$ cat src/rtl/page_dma_pkg.sv
package page_dma_pkg;

   typedef enum logic [2:0] {
      XS_IDLE,
      XS_REQ,
      XS_FETCH,
      XS_STORE,
      XS_REL
   } xfer_state_e;

   localparam logic [2:0] RIX_CTRL  = 3'd0;
   localparam logic [2:0] RIX_STAT  = 3'd1;
   localparam logic [2:0] RIX_MADDR = 3'd2;
   localparam logic [2:0] RIX_COUNT = 3'd3;
   localparam logic [2:0] RIX_DEV   = 3'd4;

   localparam int CTRL_GO_BIT  = 0;
   localparam int CTRL_DIR_BIT = 1;
   localparam int STAT_BSY_BIT = 0;
   localparam int STAT_IRQ_BIT = 1;
   localparam int STAT_CLR_BIT = 0;

endpackage

$ cat src/rtl/page_dma_seg.sv
module page_dma_seg #(
   parameter int PAGE_BYTES = 4096,
   parameter int WORD_BYTES = 4,
   parameter int WCNT_W     = 14
) (
   input  logic [$clog2(PAGE_BYTES)-1:0] page_ofs,
   input  logic [WCNT_W-1:0]             rem_words,
   output logic [WCNT_W-1:0]             seg_words
);
   localparam int PG_OFS_W = $clog2(PAGE_BYTES);
   localparam int OFS_W    = $clog2(WORD_BYTES);
   localparam int CMP_W    = (PG_OFS_W + 1 > WCNT_W) ? PG_OFS_W + 1 : WCNT_W;

   logic [PG_OFS_W:0] room_bytes;
   logic [CMP_W-1:0]  room_w;
   logic [CMP_W-1:0]  rem_w;

   always_comb begin
      room_bytes = (PG_OFS_W+1)'(PAGE_BYTES) - {1'b0, page_ofs};
      room_w     = CMP_W'(room_bytes >> OFS_W);
      rem_w      = CMP_W'(rem_words);
      if (rem_w <= room_w) begin
         seg_words = rem_words;
      end else begin
         seg_words = WCNT_W'(room_w);
      end
   end

endmodule

$ cat src/rtl/page_dma_regs.sv
module page_dma_regs
   import page_dma_pkg::*;
#(
   parameter int REG_W  = 32,
   parameter int ADDR_W = 32,
   parameter int CNT_W  = 16,
   parameter int DEV_W  = 8,
   parameter int OFS_W  = 2
) (
   input  logic                    clk,
   input  logic                    rst_n,
   input  logic                    reg_wr,
   input  logic [2:0]              reg_addr,
   input  logic [REG_W-1:0]        reg_wdata,
   output logic [REG_W-1:0]        reg_rdata,
   input  logic                    busy,
   input  logic                    done_set,
   output logic                    irq,
   output logic                    irq_clr,
   output logic                    go,
   output logic                    go_dir,
   output logic [ADDR_W-OFS_W-1:0] cfg_mword,
   output logic [CNT_W-OFS_W-1:0]  cfg_words,
   output logic [DEV_W-1:0]        cfg_dev
);
   logic              dir_q;
   logic [ADDR_W-1:0] maddr_q;
   logic [CNT_W-1:0]  count_q;
   logic [DEV_W-1:0]  dev_q;
   logic              irq_q;
   logic              wr_ok;

   assign wr_ok   = reg_wr && !busy;
   assign go      = wr_ok && (reg_addr == RIX_CTRL) && reg_wdata[CTRL_GO_BIT];
   assign go_dir  = reg_wdata[CTRL_DIR_BIT];
   assign irq_clr = reg_wr && (reg_addr == RIX_STAT) && reg_wdata[STAT_CLR_BIT];

   always_ff @(posedge clk) begin
      if (!rst_n) begin
         dir_q   <= 1'b0;
         maddr_q <= '0;
         count_q <= '0;
         dev_q   <= '0;
         irq_q   <= 1'b0;
      end else begin
         if (wr_ok) begin
            case (reg_addr)
               RIX_CTRL:  dir_q   <= reg_wdata[CTRL_DIR_BIT];
               RIX_MADDR: maddr_q <= reg_wdata[ADDR_W-1:0];
               RIX_COUNT: count_q <= reg_wdata[CNT_W-1:0];
               RIX_DEV:   dev_q   <= reg_wdata[DEV_W-1:0];
               default: ;
            endcase
         end
         if (done_set) begin
            irq_q <= 1'b1;
         end else if (irq_clr) begin
            irq_q <= 1'b0;
         end
      end
   end

   always_comb begin
      reg_rdata = '0;
      case (reg_addr)
         RIX_CTRL:  reg_rdata[CTRL_DIR_BIT] = dir_q;
         RIX_STAT: begin
            reg_rdata[STAT_BSY_BIT] = busy;
            reg_rdata[STAT_IRQ_BIT] = irq_q;
         end
         RIX_MADDR: reg_rdata[ADDR_W-1:0] = maddr_q;
         RIX_COUNT: reg_rdata[CNT_W-1:0]  = count_q;
         RIX_DEV:   reg_rdata[DEV_W-1:0]  = dev_q;
         default: ;
      endcase
   end

   assign irq       = irq_q;
   assign cfg_mword = maddr_q[ADDR_W-1:OFS_W];
   assign cfg_words = count_q[CNT_W-1:OFS_W];
   assign cfg_dev   = dev_q;

endmodule

$ cat src/rtl/page_dma_xfer.sv
module page_dma_xfer
   import page_dma_pkg::*;
#(
   parameter int ADDR_W     = 32,
   parameter int DATA_W     = 32,
   parameter int CNT_W      = 16,
   parameter int DEV_W      = 8,
   parameter int PAGE_BYTES = 4096
) (
   input  logic                                             clk,
   input  logic                                             rst_n,
   input  logic                                             go,
   input  logic                                             go_dir,
   input  logic [ADDR_W-$clog2(DATA_W/8)-1:0]               cfg_mword,
   input  logic [CNT_W-$clog2(DATA_W/8)-1:0]                cfg_words,
   input  logic [DEV_W-1:0]                                 cfg_dev,
   output logic                                             busy,
   output logic                                             done_set,
   output logic                                             bus_req,
   input  logic                                             bus_gnt,
   output logic                                             mem_en,
   output logic                                             mem_we,
   output logic [ADDR_W-1:0]                                mem_addr,
   output logic [DATA_W-1:0]                                mem_wdata,
   input  logic [DATA_W-1:0]                                mem_rdata,
   input  logic                                             mem_rdy,
   output logic [DEV_W-1:0]                                 dev_addr,
   output logic                                             dev_rd,
   output logic                                             dev_wr,
   output logic [DATA_W-1:0]                                dev_wdata,
   input  logic [DATA_W-1:0]                                dev_rdata,
   input  logic                                             dev_rdy
);
   localparam int WORD_BYTES = DATA_W / 8;
   localparam int OFS_W      = $clog2(WORD_BYTES);
   localparam int WCNT_W     = CNT_W - OFS_W;
   localparam int PG_OFS_W   = $clog2(PAGE_BYTES);

   xfer_state_e       state_q;
   logic              dir_q;
   logic [ADDR_W-1:0] cur_addr;
   logic [WCNT_W-1:0] rem_q;
   logic [WCNT_W-1:0] seg_left;
   logic [WCNT_W-1:0] seg_words;
   logic [DATA_W-1:0] hold_q;
   logic [DEV_W-1:0]  dev_q;
   logic              src_ok;
   logic              dst_ok;

   page_dma_seg #(
      .PAGE_BYTES (PAGE_BYTES),
      .WORD_BYTES (WORD_BYTES),
      .WCNT_W     (WCNT_W)
   ) u_seg (
      .page_ofs  (cur_addr[PG_OFS_W-1:0]),
      .rem_words (rem_q),
      .seg_words (seg_words)
   );

   assign src_ok = dir_q ? mem_rdy : dev_rdy;
   assign dst_ok = dir_q ? dev_rdy : mem_rdy;

   always_ff @(posedge clk) begin
      if (!rst_n) begin
         state_q  <= XS_IDLE;
         dir_q    <= 1'b0;
         cur_addr <= '0;
         rem_q    <= '0;
         seg_left <= '0;
         hold_q   <= '0;
         dev_q    <= '0;
      end else begin
         case (state_q)
            XS_IDLE: begin
               if (go) begin
                  dir_q    <= go_dir;
                  cur_addr <= {cfg_mword, {OFS_W{1'b0}}};
                  rem_q    <= cfg_words;
                  dev_q    <= cfg_dev;
                  if (cfg_words != '0) begin
                     state_q <= XS_REQ;
                  end
               end
            end
            XS_REQ: begin
               if (bus_gnt) begin
                  seg_left <= seg_words;
                  state_q  <= XS_FETCH;
               end
            end
            XS_FETCH: begin
               if (src_ok) begin
                  hold_q  <= dir_q ? mem_rdata : dev_rdata;
                  state_q <= XS_STORE;
               end
            end
            XS_STORE: begin
               if (dst_ok) begin
                  cur_addr <= cur_addr + ADDR_W'(WORD_BYTES);
                  rem_q    <= rem_q - WCNT_W'(1);
                  seg_left <= seg_left - WCNT_W'(1);
                  state_q  <= (seg_left == WCNT_W'(1)) ? XS_REL : XS_FETCH;
               end
            end
            XS_REL: begin
               state_q <= (rem_q == '0) ? XS_IDLE : XS_REQ;
            end
            default: state_q <= XS_IDLE;
         endcase
      end
   end

   always_comb begin
      busy     = (state_q != XS_IDLE);
      done_set = ((state_q == XS_IDLE) && go && (cfg_words == '0)) ||
                 ((state_q == XS_REL) && (rem_q == '0));
      bus_req  = (state_q == XS_REQ) || (state_q == XS_FETCH) || (state_q == XS_STORE);
      mem_en   = ((state_q == XS_FETCH) && dir_q) || ((state_q == XS_STORE) && !dir_q);
      mem_we   = (state_q == XS_STORE) && !dir_q;
      dev_rd   = (state_q == XS_FETCH) && !dir_q;
      dev_wr   = (state_q == XS_STORE) && dir_q;
   end

   assign mem_addr  = cur_addr;
   assign mem_wdata = hold_q;
   assign dev_wdata = hold_q;
   assign dev_addr  = dev_q;

endmodule

$ cat src/rtl/page_dma_engine.sv
module page_dma_engine
   import page_dma_pkg::*;
#(
   parameter int REG_W      = 32,
   parameter int ADDR_W     = 32,
   parameter int DATA_W     = 32,
   parameter int CNT_W      = 16,
   parameter int DEV_W      = 8,
   parameter int PAGE_BYTES = 4096
) (
   input  logic              clk,
   input  logic              rst_n,
   input  logic              reg_wr,
   input  logic [2:0]        reg_addr,
   input  logic [REG_W-1:0]  reg_wdata,
   output logic [REG_W-1:0]  reg_rdata,
   output logic              irq,
   output logic              bus_req,
   input  logic              bus_gnt,
   output logic              mem_en,
   output logic              mem_we,
   output logic [ADDR_W-1:0] mem_addr,
   output logic [DATA_W-1:0] mem_wdata,
   input  logic [DATA_W-1:0] mem_rdata,
   input  logic              mem_rdy,
   output logic [DEV_W-1:0]  dev_addr,
   output logic              dev_rd,
   output logic              dev_wr,
   output logic [DATA_W-1:0] dev_wdata,
   input  logic [DATA_W-1:0] dev_rdata,
   input  logic              dev_rdy
);
   localparam int WORD_BYTES = DATA_W / 8;
   localparam int OFS_W      = $clog2(WORD_BYTES);
   localparam int PG_OFS_W   = $clog2(PAGE_BYTES);

   generate
      if ((DATA_W % 8) != 0 || (1 << OFS_W) != WORD_BYTES || WORD_BYTES < 2) begin : g_bad_data
         $error("DATA_W must be a power-of-two number of bytes, at least two");
      end
      if ((1 << PG_OFS_W) != PAGE_BYTES || PAGE_BYTES < 2 * WORD_BYTES) begin : g_bad_page
         $error("PAGE_BYTES must be a power of two holding at least two words");
      end
      if (ADDR_W <= PG_OFS_W || ADDR_W > REG_W) begin : g_bad_addr
         $error("ADDR_W must exceed the page offset and fit a register");
      end
      if (CNT_W <= OFS_W || CNT_W > REG_W || DEV_W > REG_W || REG_W < 2) begin : g_bad_regs
         $error("count and device widths must fit a register");
      end
   endgenerate

   logic                    busy_w;
   logic                    done_w;
   logic                    irq_clr_w;
   logic                    go_w;
   logic                    go_dir_w;
   logic [ADDR_W-OFS_W-1:0] mword_w;
   logic [CNT_W-OFS_W-1:0]  words_w;
   logic [DEV_W-1:0]        cdev_w;

   page_dma_regs #(
      .REG_W  (REG_W),
      .ADDR_W (ADDR_W),
      .CNT_W  (CNT_W),
      .DEV_W  (DEV_W),
      .OFS_W  (OFS_W)
   ) u_regs (
      .clk       (clk),
      .rst_n     (rst_n),
      .reg_wr    (reg_wr),
      .reg_addr  (reg_addr),
      .reg_wdata (reg_wdata),
      .reg_rdata (reg_rdata),
      .busy      (busy_w),
      .done_set  (done_w),
      .irq       (irq),
      .irq_clr   (irq_clr_w),
      .go        (go_w),
      .go_dir    (go_dir_w),
      .cfg_mword (mword_w),
      .cfg_words (words_w),
      .cfg_dev   (cdev_w)
   );

   page_dma_xfer #(
      .ADDR_W     (ADDR_W),
      .DATA_W     (DATA_W),
      .CNT_W      (CNT_W),
      .DEV_W      (DEV_W),
      .PAGE_BYTES (PAGE_BYTES)
   ) u_xfer (
      .clk       (clk),
      .rst_n     (rst_n),
      .go        (go_w),
      .go_dir    (go_dir_w),
      .cfg_mword (mword_w),
      .cfg_words (words_w),
      .cfg_dev   (cdev_w),
      .busy      (busy_w),
      .done_set  (done_w),
      .bus_req   (bus_req),
      .bus_gnt   (bus_gnt),
      .mem_en    (mem_en),
      .mem_we    (mem_we),
      .mem_addr  (mem_addr),
      .mem_wdata (mem_wdata),
      .mem_rdata (mem_rdata),
      .mem_rdy   (mem_rdy),
      .dev_addr  (dev_addr),
      .dev_rd    (dev_rd),
      .dev_wr    (dev_wr),
      .dev_wdata (dev_wdata),
      .dev_rdata (dev_rdata),
      .dev_rdy   (dev_rdy)
   );

endmodule

$ cat config.mk
export PLATFORM = sky130hd
export DESIGN_NAME = page_dma_engine
export DESIGN_NICKNAME = d
export VERILOG_FILES = /design/src/rtl/page_dma_pkg.sv /design/src/rtl/page_dma_seg.sv /design/src/rtl/page_dma_regs.sv /design/src/rtl/page_dma_xfer.sv /design/src/rtl/page_dma_engine.sv
export SDC_FILE = /design/constraint.sdc
export NUM_CORES = 1
export LEC_CHECK = 0
export ABC_AREA = 0
export BUFFER_PORTS_ARGS = -buffer_cell sky130_fd_sc_hd__buf_4
export CAP_MARGIN = 15
export CORE_UTILIZATION = 30
export CTS_BUF_LIST = sky130_fd_sc_hd__clkbuf_4
export DETAILED_ROUTE_END_ITERATION = 8
export HOLD_SLACK_MARGIN = 0.15
export PLACE_DENSITY = 0.49
export SLEW_MARGIN = 0
export SYNTH_ARGS = -nofsm -noshare
export SYNTH_HDL_FRONTEND = slang
export SYNTH_SLANG_ARGS = --single-unit
$ cat constraint.sdc
create_clock -name clk -period 6.56 [get_ports clk]
set_clock_uncertainty 0.2 [all_clocks]
set_input_delay 0.656 -clock clk [delete_from_list [all_inputs] [get_ports clk]]
set_output_delay 0.656 -clock clk [all_outputs]
set_load 0.02 [all_outputs]
==> results of run 1 <==
[cells by family after synthesis]
group | after synthesis | share of synthesized area [%]
adders and majority gates | 17 | 2.40
muxes | 63 | 7.16
buffers and inverters | 142 | 7.84
other | 1 | 0.0424
DFF | 160 | 36.2
and+or+nand+nor | 460 | 24.0
xor gates and xnor gates | 9 | 0.891
AOI/OAI and AO/OA | 300 | 21.4
[worst reg2reg max path: stages (launching register included)]
cell and delay [ns]:
dfxtp_1 0.45, nor4_1 0.68, nor4bb_1 0.35, xor2_1 0.15
ha_1 0.29, and3_1 0.17, nand4_1 0.13, o21bai_1 0.27
o22ai_1 0.55, mux2_2 0.41, a221oi_1 0.24
[worst paths after layout]
check	startpoint	endpoint	slack (ns)	cells after the start
min reg2reg	u_xfer.dev_addr[7]	u_xfer.dev_addr[7]	0.26	2
min	dev_rdata[25]	u_xfer.dev_wdata[25]	0.18	3
max reg2reg	u_xfer.mem_addr[4]	u_xfer.seg_left[8]	2.57	10
max	u_xfer.mem_addr[4]	u_xfer.seg_left[8]	2.57	10
[layout by cell type, fill, tap and decap left out, types with 8 or more instances in the layout]
cell type / instances
nand3_1: 31
o21ai_0: 60
buf_4: 255
clkbuf_4: 17
o211ai_1: 10
dlygate4sd3_1: 34
a211oi_1: 36
a32o_1: 8
a31oi_1: 11
mux2i_1: 61
inv_1: 20
nand2_1: 181
a21oi_1: 104
nor2_1: 113
and3_1: 28
dfxtp_1: 159
nor3b_1: 10
ha_1: 17
a22oi_1: 10
o31ai_1: 8
o41ai_1: 8
nor3_1: 29
nor4_1: 19
[power by group through the flow]
| stage | sequential [mW] | combinational, mW | clock [mW] |
|---|---|---|---|
| global placement | 1.17 | 0.897 | 0 |
| CTS | 1.15 | 0.919 | 0.701 |
| finish | 1.15 | 0.919 | 0.686 |
| global route | 1.16 | 1.01 | 0.741 |
| detailed placement | 1.17 | 0.900 | 0 |
| floorplan | 1.18 | 0.581 | 0 |
[cell type report]
cell class	instances	area, µm²
diodes	1	2.50
clock buffers	17	128
clock inverters	14	180
fillers	3053	17500
inverters	21	81.3
multi-input cells	851	4960
flip-flops and latches	160	3200
well taps	384	480
repair buffers	291	2280
[cells in the mapped netlist, types with 10 or more instances]
| library cell | n |
|---|---|
| clkbuf_1 | 75 |
| nor3b_1 | 10 |
| nand3_1 | 31 |
| mux2i_1 | 61 |
| a31oi_1 | 11 |
| o211ai_1 | 10 |
| o21ai_0 | 60 |
| a22oi_1 | 10 |
| dfxtp_1 | 160 |
| a21oi_1 | 105 |
| and3_1 | 28 |
| nand2_1 | 181 |
| a211oi_1 | 36 |
| nor3_1 | 30 |
| inv_1 | 20 |
| nor2_1 | 113 |
| ha_1 | 17 |
| buf_4 | 36 |
| nor4_1 | 19 |
[registers in the layout, indices dropped and copies added (netlist names), 8 cells and up]
register / count
u_xfer.dev_addr: 8
u_regs.count_q: 16
u_regs.maddr_q: 32
u_xfer.mem_addr: 30
u_xfer.seg_left: 14
u_regs.cfg_dev: 8
u_xfer.rem_q: 14
u_xfer.dev_wdata: 32
[what timing repair did]
action | CTS | global route
buffers inserted | 0 | 0
hold buffers | 33 | 1
hold endpoints to repair | 58 | 1
[metal layers]
layer,share of wire (%),up-vias,global-route usage [%]
li1,-,4487,-
met1,46,4229,26.8
met2,47,327,32.6
met3,5.4,28,3.62
met4,1.7,0,5.23
met5,0,-,0
[through the flow]
stage / cells / util, %
CTS: 1736 / 39.2
finish: 1739 / 39.2
global route: 1739 / 39.2
detailed placement: 1672 / 37.0
floorplan: 1153 / -
global placement: 1672 / 37.0
==> impl_metrics.yaml, run 1 <==
pwr:
  p_clk_share_pct: 24.9
  switchingPower_mw: 1.06
  combPwrFrac_pct: 33.4
  power.density_nw_per_um2: 243
  power.leakage_nw: 4.39
  p_seq_share_pct: 41.7
  intPower_mw: 1.69
  swShare_pct: 38.6
  total_power_mw: 2.75
  irDropWorstVdd_uv: 93.4
critical_path:
  cp-start-kind: "register"
  cp_max_fo: 11
  cp_top_family: "simple AND/OR/NAND/NOR gates"
  cp_num_buf_inv: 0
  crit_slowest_cell: "nor4_1"
  crit_chain: "nor4_1 -> nor4bb_1 -> xor2_1 -> ha_1 -> and3_1 -> nand4_1 -> o21bai_1 -> o22ai_1 -> mux2_2 -> a221oi_1"
  critPathKind: "register to register"
  critPathRequiredTime_ns: 6.85
  critPathMaxStageDelay_ns: 0.68
  endpoint_kind: "register"
  cp.arrival_ns: 4.27
sta:
  worstMarginPinSlew_ns: 1.02
  setup_slack_ns: 2.57
  hold_viol_final: 0
  hold_ws_ns: 0.184
  fin_setup_tns_ns: 0
  rsz0062_at_grt: "no"
  period_needed_ns: 3.99
  finalCritPeriodShare_pct: 60.7
  fmax_ghz: 0.251
  slew_viol_final: 0
  maxSlewHeadroom_pct: 30.2
  setup_violations: 0
floorplanning:
  start_util_pct: 30.6
  die_w_um: 174
  core_um2: 28900
  rows: 62
  die_area_um2: 30200
  io_pins: 247
  die-height_um: 174
yosys:
  yosys.cell_types.count: 66
  synthDominantCellAreaShare_pct: 36.2
  syn_avg_cell_area_um2: 7.68
  synth_area_um2: 8840
  synth_top_cell_by_area: "dfxtp_1"
  synthCells: 1152
  synth-edff-count: 0
  yosys_register_bits: 160
  seq_area_frac_synth_pct: 36.2
  synth-main-ff-cell: "dfxtp_1"
  ys.warnings.count: 0
  synth_area_leaders: "dfxtp_1 (36%), nand2_1 (7.7%), mux2i_1 (6.9%), a21oi_1 (5.9%), nor2_1 (4.8%)"
  ys_async_sr_fraction_pct: 0
grt:
  overflow: 0
  grt_pass1_wl_mm: 47.8
  antenna_found_initial: 1
  grt_usage_pct: 19.9
  grt_start_max_net_pins: 90
  grt_pass1_vias: 8384
min_path:
  hold_class: "input pin to register"
detailed_routing:
  routed_wl_mm: 30.8
  avgRoutedWirePerCell_um: 17.7
  avgViaCountPerCell: 5.22
  drt-initial-drc-count: 628
  vias: 9071
  drt_first_pass_iters: 5
  route.detailed.drc: 0
  ant_nets: 0
place:
  dp_hpwl_mm: 21.8
  port_buffers: 244
  globalplace.congestion: 0.823
  place_area_um2: 10700
  place_ws_ns: 2.69
layout:
  layout-drive-gt1-share_pct: 22.6
  stdcell_area_um2: 11300
  syn2layout_area_growth_pct: 28.0
  nets: 1464
clock_network:
  numCtsBuffers: 17
  clockBufferDepth: 2
  clkTransAtPathRegs_ns: 0.16
  h-tree-depth: 4
  cts.sinks: 160
  insertion_delay_ns: 0.59
  tritoncts: "done"
  cts-root-buf: "clkbuf_4"
  cts_resized: 0
flow_run:
  maxCapViolations: 0
run_status:
  status: "complete, no violations"
Power figures use the tool's default switching activity.
==> run 2: changes to the inputs <==
==> constraint.sdc (replaced) <==
create_clock -name clk -period 3.96 [get_ports clk]
set_clock_uncertainty 0.2 [all_clocks]
set_input_delay 0.396 -clock clk [delete_from_list [all_inputs] [get_ports clk]]
set_output_delay 0.396 -clock clk [all_outputs]
set_load 0.02 [all_outputs]
==> run 2 against run 1 <==
Sequential power increased by 63%. Core utilization is 2.7 points higher. Combinational power is 77% higher. Wire length rose by 2.0%. Global-route usage rose by 0.61 points. Cell area grew 6.8%. Register-to-register slack lost 2.2 ns. Via count grew 2.8%. Critical path depth is 1 higher. Worst hold slack improved by 0.079 ns. Cell count up 4.6%. Total power grew 67%. Largest power group unchanged.
==> impl_metrics.yaml, run 2 (same netlist as run 1, synthesis figures left out) <==
run_status:
  status: "complete, no violations"
sta:
  rsz0062_at_grt: "no"
  slew_viol_final: 0
  fmax_ghz: 0.278
  period_needed_ns: 3.60
  maxSlewHeadroom_pct: 34.6
  finalCritPeriodShare_pct: 90.9
  fin_setup_tns_ns: 0
  setup_violations: 0
  setup_slack_ns: 0.361
  hold_ws_ns: 0.264
  hold_viol_final: 0
  worstMarginPinSlew_ns: 0.967
critical_path:
  endpoint_kind: "register"
  cp_max_fo: 9
  critPathMaxStageDelay_ns: 0.46
  rr_startpoint: "u_xfer.mem_addr[5]"
  r2r_slack_ns: 0.36
  critPathKind: "register to register"
  crit_slowest_cell: "nor3_1"
  cp.arrival_ns: 3.86
  critPathRequiredTime_ns: 4.22
  crit_path_start: "u_xfer.mem_addr[5]"
  r2r_cells: 11
  crit_chain: "nor4_1 -> buf_4 -> nor4bb_1 -> xor2_1 -> ha_1 -> and3_1 -> nand4_1 -> nor3_1 -> o22a_1 -> o211ai_1 -> a41o_1"
  setup.worst_path.end: "u_xfer.seg_left[5]"
  cp-start-kind: "register"
  reg2reg_to: "u_xfer.seg_left[5]"
pwr:
  swShare_pct: 38.7
  p_clk_share_pct: 23.8
  p_seq_share_pct: 40.7
  switchingPower_mw: 1.78
  intPower_mw: 2.82
  power.leakage_nw: 4.72
  irDropWorstVdd_uv: 165
  combPwrFrac_pct: 35.5
  power.density_nw_per_um2: 380
detailed_routing:
  route.detailed.drc: 0
  drt-initial-drc-count: 607
  vias: 9323
  routed_wl_mm: 31.5
  ant_nets: 0
  avgViaCountPerCell: 5.13
  drt_first_pass_iters: 5
  avgRoutedWirePerCell_um: 17.3
layout:
  syn2layout_area_growth_pct: 36.7
  final_cell_mix: "buf_4 (266), nand2_1 (181), dfxtp_1 (159)"
  nets: 1543
  fillerInstances: 3048
  regArea_um2: 3200
  post_layout_nonfiller_instances: 1819
  multiInputGateArea_um2: 4970
  final_common_cell: "buf_4"
  fin_util_pct: 41.9
  layout-drive-gt1-share_pct: 22.1
place:
  dp_hpwl_mm: 22.1
  port_buffers: 244
  dpl.cell_count: 1683
  place_ws_ns: 0.209
  globalplace.congestion: 0.854
clock_network:
  insertion_delay_ns: 0.57
  cts.sinks: 160
  cts-root-buf: "clkbuf_4"
  clkTransAtPathRegs_ns: 0.15
  numCtsBuffers: 17
  tritoncts: "done"
  clockBufferDepth: 2
  h-tree-depth: 4
grt:
  grt_pass1_vias: 8885
  antenna_found_initial: 1
  grt_pass1_wl_mm: 49.7
  overflow: 0
  grt_usage_pct: 20.5
  grt_start_max_net_pins: 85
floorplanning:
  die-height_um: 174
  start_util_pct: 30.6
  rows: 62
  io_pins: 247
  die_w_um: 174
  core_um2: 28900
  die_area_um2: 30200
min_path:
  hold_class: "register to register"
flow_run:
  maxCapViolations: 0
## run 2: cell types whose count changed in the layout (fill, tap and decap cells not counted)
cell / before / now
buf_2: 1 / 0
buf_4: 255 / 266
bufinv_16: 3 / 2
clkinv_1: 0 / 1
clkinv_2: 2 / 0
clkinv_4: 3 / 1
clkinv_8: 0 / 1
diode_2: 1 / 2
dlygate4sd3_1: 34 / 103
inv_8: 1 / 4
o22ai_1: 5 / 4
o22ai_2: 0 / 1
## run 2: what timing repair did
| item | 4_1_cts | 5_1_grt |
|---|---|---|
| setup buffers | 0 | 0 |
| hold endpoints to repair | 111 | 0 |
| resized for setup | 0 | 1 |
| hold buffers | 103 | 0 |
| endpoints found under the setup margin | 0 | 1 |
## run 2: metrics by stage
step,total power [mW],cell area [µm²]
floorplan,2.92,8850
global placement,3.44,10700
detailed placement,3.44,10700
CTS,4.64,12100
global route,4.88,12100
finish,4.60,12100
## run 2: per-layer routing
metal	vias to the layer above	routed length [µm]	GRT usage, %
met2	283	15100	34.8
met3	26	1550	3.44
met4	0	481	5.26
li1	4653	-	-
met5	-	0	0
met1	4361	14400	26.9
## run 2: power by group through the flow
stage / logic [mW] / registers, mW / clock network (mW)
floorplan: 0.963 / 1.96 / 0
detailed placement: 1.53 / 1.91 / 0
global placement: 1.53 / 1.91 / 0
global route: 1.78 / 1.90 / 1.20
CTS: 1.63 / 1.87 / 1.13
finish: 1.63 / 1.87 / 1.09
## run 2: layout make-up
type	instances	share of cell area, %
clock buffers	17	1.06
flip-flops and latches	160	26.5
repair buffers	370	25.2
inverters	21	0.672
clock inverters	14	1.46
diodes	2	0.0414
well taps	384	3.97
multi-input cells	851	41.1
## run 2: worst min path at each step
stage,start,endpoint,slack (ns),depth (start not counted)
2_1_floorplan,u_regs.maddr_q[0],u_regs.maddr_q[0],0.24,2
3_3_place_gp,u_xfer.dev_addr[7],u_xfer.dev_addr[7],0.24,2
3_5_place_dp,u_xfer.dev_addr[7],u_xfer.dev_addr[7],0.25,2
4_1_cts,u_xfer.dev_addr[2],u_xfer.dev_addr[2],0.27,2
5_1_grt,mem_rdy,u_xfer.rem_q[0],0.28,6
6_report,u_xfer.dev_addr[7],u_xfer.dev_addr[7],0.26,2
## run 2: worst max-delay path, delay by kind of cell, from the launching register on
family / cells / cell delay (ns)
AO/OA/AOI/OAI: 3 / 0.82
adder cells (fa/ha/maj): 1 / 0.30
XOR/XNOR: 1 / 0.17
flip-flops: 1 / 0.42
AND/OR/NAND/NOR: 5 / 1.41
buffers and inverters: 1 / 0.19
==> run 3: changes to the inputs <==
--- a/config.mk
+++ b/config.mk
@@ -8,6 +8,7 @@
 export ABC_AREA = 0
 export BUFFER_PORTS_ARGS = -buffer_cell sky130_fd_sc_hd__buf_4
 export CAP_MARGIN = 15
+export CORE_MARGIN = 1.5
 export CORE_UTILIZATION = 30
 export CTS_BUF_LIST = sky130_fd_sc_hd__clkbuf_4
 export DETAILED_ROUTE_END_ITERATION = 8
==> constraint.sdc (replaced) <==
create_clock -name clk -period 4 [get_ports clk]
set_clock_uncertainty 0.2 [all_clocks]
set_input_delay 0.4 -clock clk [delete_from_list [all_inputs] [get_ports clk]]
set_output_delay 0.4 -clock clk [all_outputs]
set_load 0.02 [all_outputs]
==> run 3 against run 2 <==
Register-to-register slack better by 0.08 ns. Count of clock-buffer cells in the layout unchanged. Maximum frequency grew 1.2%. Clock power down 6%. Critical path type unchanged.
==> impl_metrics.yaml, run 3 (same netlist as run 1, synthesis figures left out) <==
grt:
  grt_pass1_wl_mm: 50.1
  grt_start_max_net_pins: 87
  grt_pass1_vias: 8956
  antenna_found_initial: 1
  overflow: 0
  grt_usage_pct: 20.4
sta:
  hold_viol_final: 0
  finalCritPeriodShare_pct: 88.9
  period_needed_ns: 3.56
  slew_viol_final: 0
  setup_slack_ns: 0.444
  fin_setup_tns_ns: 0
  maxSlewHeadroom_pct: 44.8
  fmax_ghz: 0.281
  worstMarginPinSlew_ns: 0.826
  setup_violations: 0
  rsz0062_at_grt: "no"
clock_network:
  clkTransAtPathRegs_ns: 0.19
  h-tree-depth: 4
  tritoncts: "done"
  cts-root-buf: "clkbuf_4"
  numCtsBuffers: 17
  cts.sinks: 160
  insertion_delay_ns: 0.58
  clockBufferDepth: 2
layout:
  nets: 1545
  final_cell_mix: "buf_4 (268), nand2_1 (181), dfxtp_1 (159)"
  multiInputGateArea_um2: 4970
  layout-drive-gt1-share_pct: 22.3
  fillerInstances: 3008
  final_common_cell: "buf_4"
  syn2layout_area_growth_pct: 36.8
  stdcell_area_um2: 12100
  regArea_um2: 3200
place:
  place_area_um2: 10800
  port_buffers: 244
  dp_hpwl_mm: 22.2
  globalplace.congestion: 0.847
  place_ws_ns: 0.292
min_path:
  hold_class: "register to register"
detailed_routing:
  avgViaCountPerCell: 5.13
  avgRoutedWirePerCell_um: 17.5
  routed_wl_mm: 31.8
  route.detailed.drc: 0
  drt-initial-drc-count: 646
  ant_nets: 0
  drt_first_pass_iters: 7
  vias: 9345
critical_path:
  endpoint_kind: "register"
  r2r_cells: 11
  cp.arrival_ns: 3.84
  cp_max_fo: 9
  rr_startpoint: "u_xfer.mem_addr[5]"
  cp-start-kind: "register"
  r2r_slack_ns: 0.44
  reg2reg_to: "u_xfer.seg_left[7]"
  setup.worst_path.end: "u_xfer.seg_left[7]"
  critPathKind: "register to register"
  critPathRequiredTime_ns: 4.28
  crit_path_start: "u_xfer.mem_addr[5]"
floorplanning:
  die_area_um2: 30500
  io_pins: 247
  rows: 62
  start_util_pct: 30.6
  die_w_um: 175
  core_um2: 28900
  die-height_um: 175
pwr:
  irDropWorstVdd_uv: 160
  power.leakage_nw: 4.73
  power.density_nw_per_um2: 372
run_status:
  status: "complete, no violations"
flow_run:
  maxCapViolations: 0
-- run 3: cell count changes in the layout (fill, tap and decap cells not counted), sizes merged --
cell	before	now
buf	267	269
clkinv	3	6
bufinv	2	0
diode	2	1
-- run 3: worst min-delay path by stage --
stage	end	slack (ns)	startpoint	depth (start not counted)
after CTS	u_xfer.mem_addr[2]	0.25	mem_rdy	6
final	u_xfer.dev_addr[0]	0.27	u_xfer.dev_addr[0]	2
after floorplan	u_regs.maddr_q[0]	0.24	u_regs.maddr_q[0]	2
after detailed placement	u_xfer.dev_addr[0]	0.25	u_xfer.dev_addr[0]	2
after global placement	u_xfer.dev_addr[0]	0.25	u_xfer.dev_addr[0]	2
after global routing	u_xfer.dev_addr[3]	0.29	u_xfer.dev_addr[3]	2
-- run 3: final cells by class --
type / instances / area share (%)
Inverter: 21 / 0.672
Clock inverter: 15 / 1.38
Clock buffer: 17 / 1.06
Tap cell: 384 / 3.97
Timing Repair Buffer: 372 / 25.3
Sequential cell: 160 / 26.5
Antenna cell: 1 / 0.0207
Multi-Input combinational cell: 851 / 41.1
-- run 3: metal layers --
layer  vias to the layer above  wire, µm  GRT usage, %
met1                      4381     14600          27.8
met4                         0       351          4.34
met5                         -         0             0
met3                        23      1880          3.72
met2                       289     14900          33.6
li1                       4652         -             -
-- run 3: power by group --
| part | switching, mW | internal [mW] |
|---|---|---|
| logic | 0.950 | 0.678 |
| clock network | 0.723 | 0.292 |
| registers | 0.136 | 1.72 |
-- run 3: critical path: stages (launching register included) --
cell and delay (ns):
dfxtp_1 0.42, nor4_1 0.32, buf_4 0.19, nor4bb_1 0.28
xor2_1 0.16, ha_1 0.29, and3_1 0.16, nand4_1 0.13
nor3_1 0.46, o22a_1 0.42, o211ai_1 0.17, a41o_1 0.27
-- run 3: metrics by stage --
step / util (%) / instances / hold slack [ns] / power, mW
2_1_floorplan: - / 1153 / 0.236 / 2.89
3_3_place_gp: 37.3 / 1685 / 0.248 / 3.41
3_5_place_dp: 37.3 / 1685 / 0.249 / 3.42
4_1_cts: 41.9 / 1820 / 0.247 / 4.54
5_1_grt: 41.9 / 1821 / 0.291 / 4.79
6_report: 41.9 / 1821 / 0.267 / 4.50
-- run 3: timing repair --
action                     in CTS  in global routing
hold buffers                  103                  0
hold endpoints to repair      116                  0
buffers inserted                0                  0
setup endpoints to repair       0                  1
gates resized for setup         0                  1
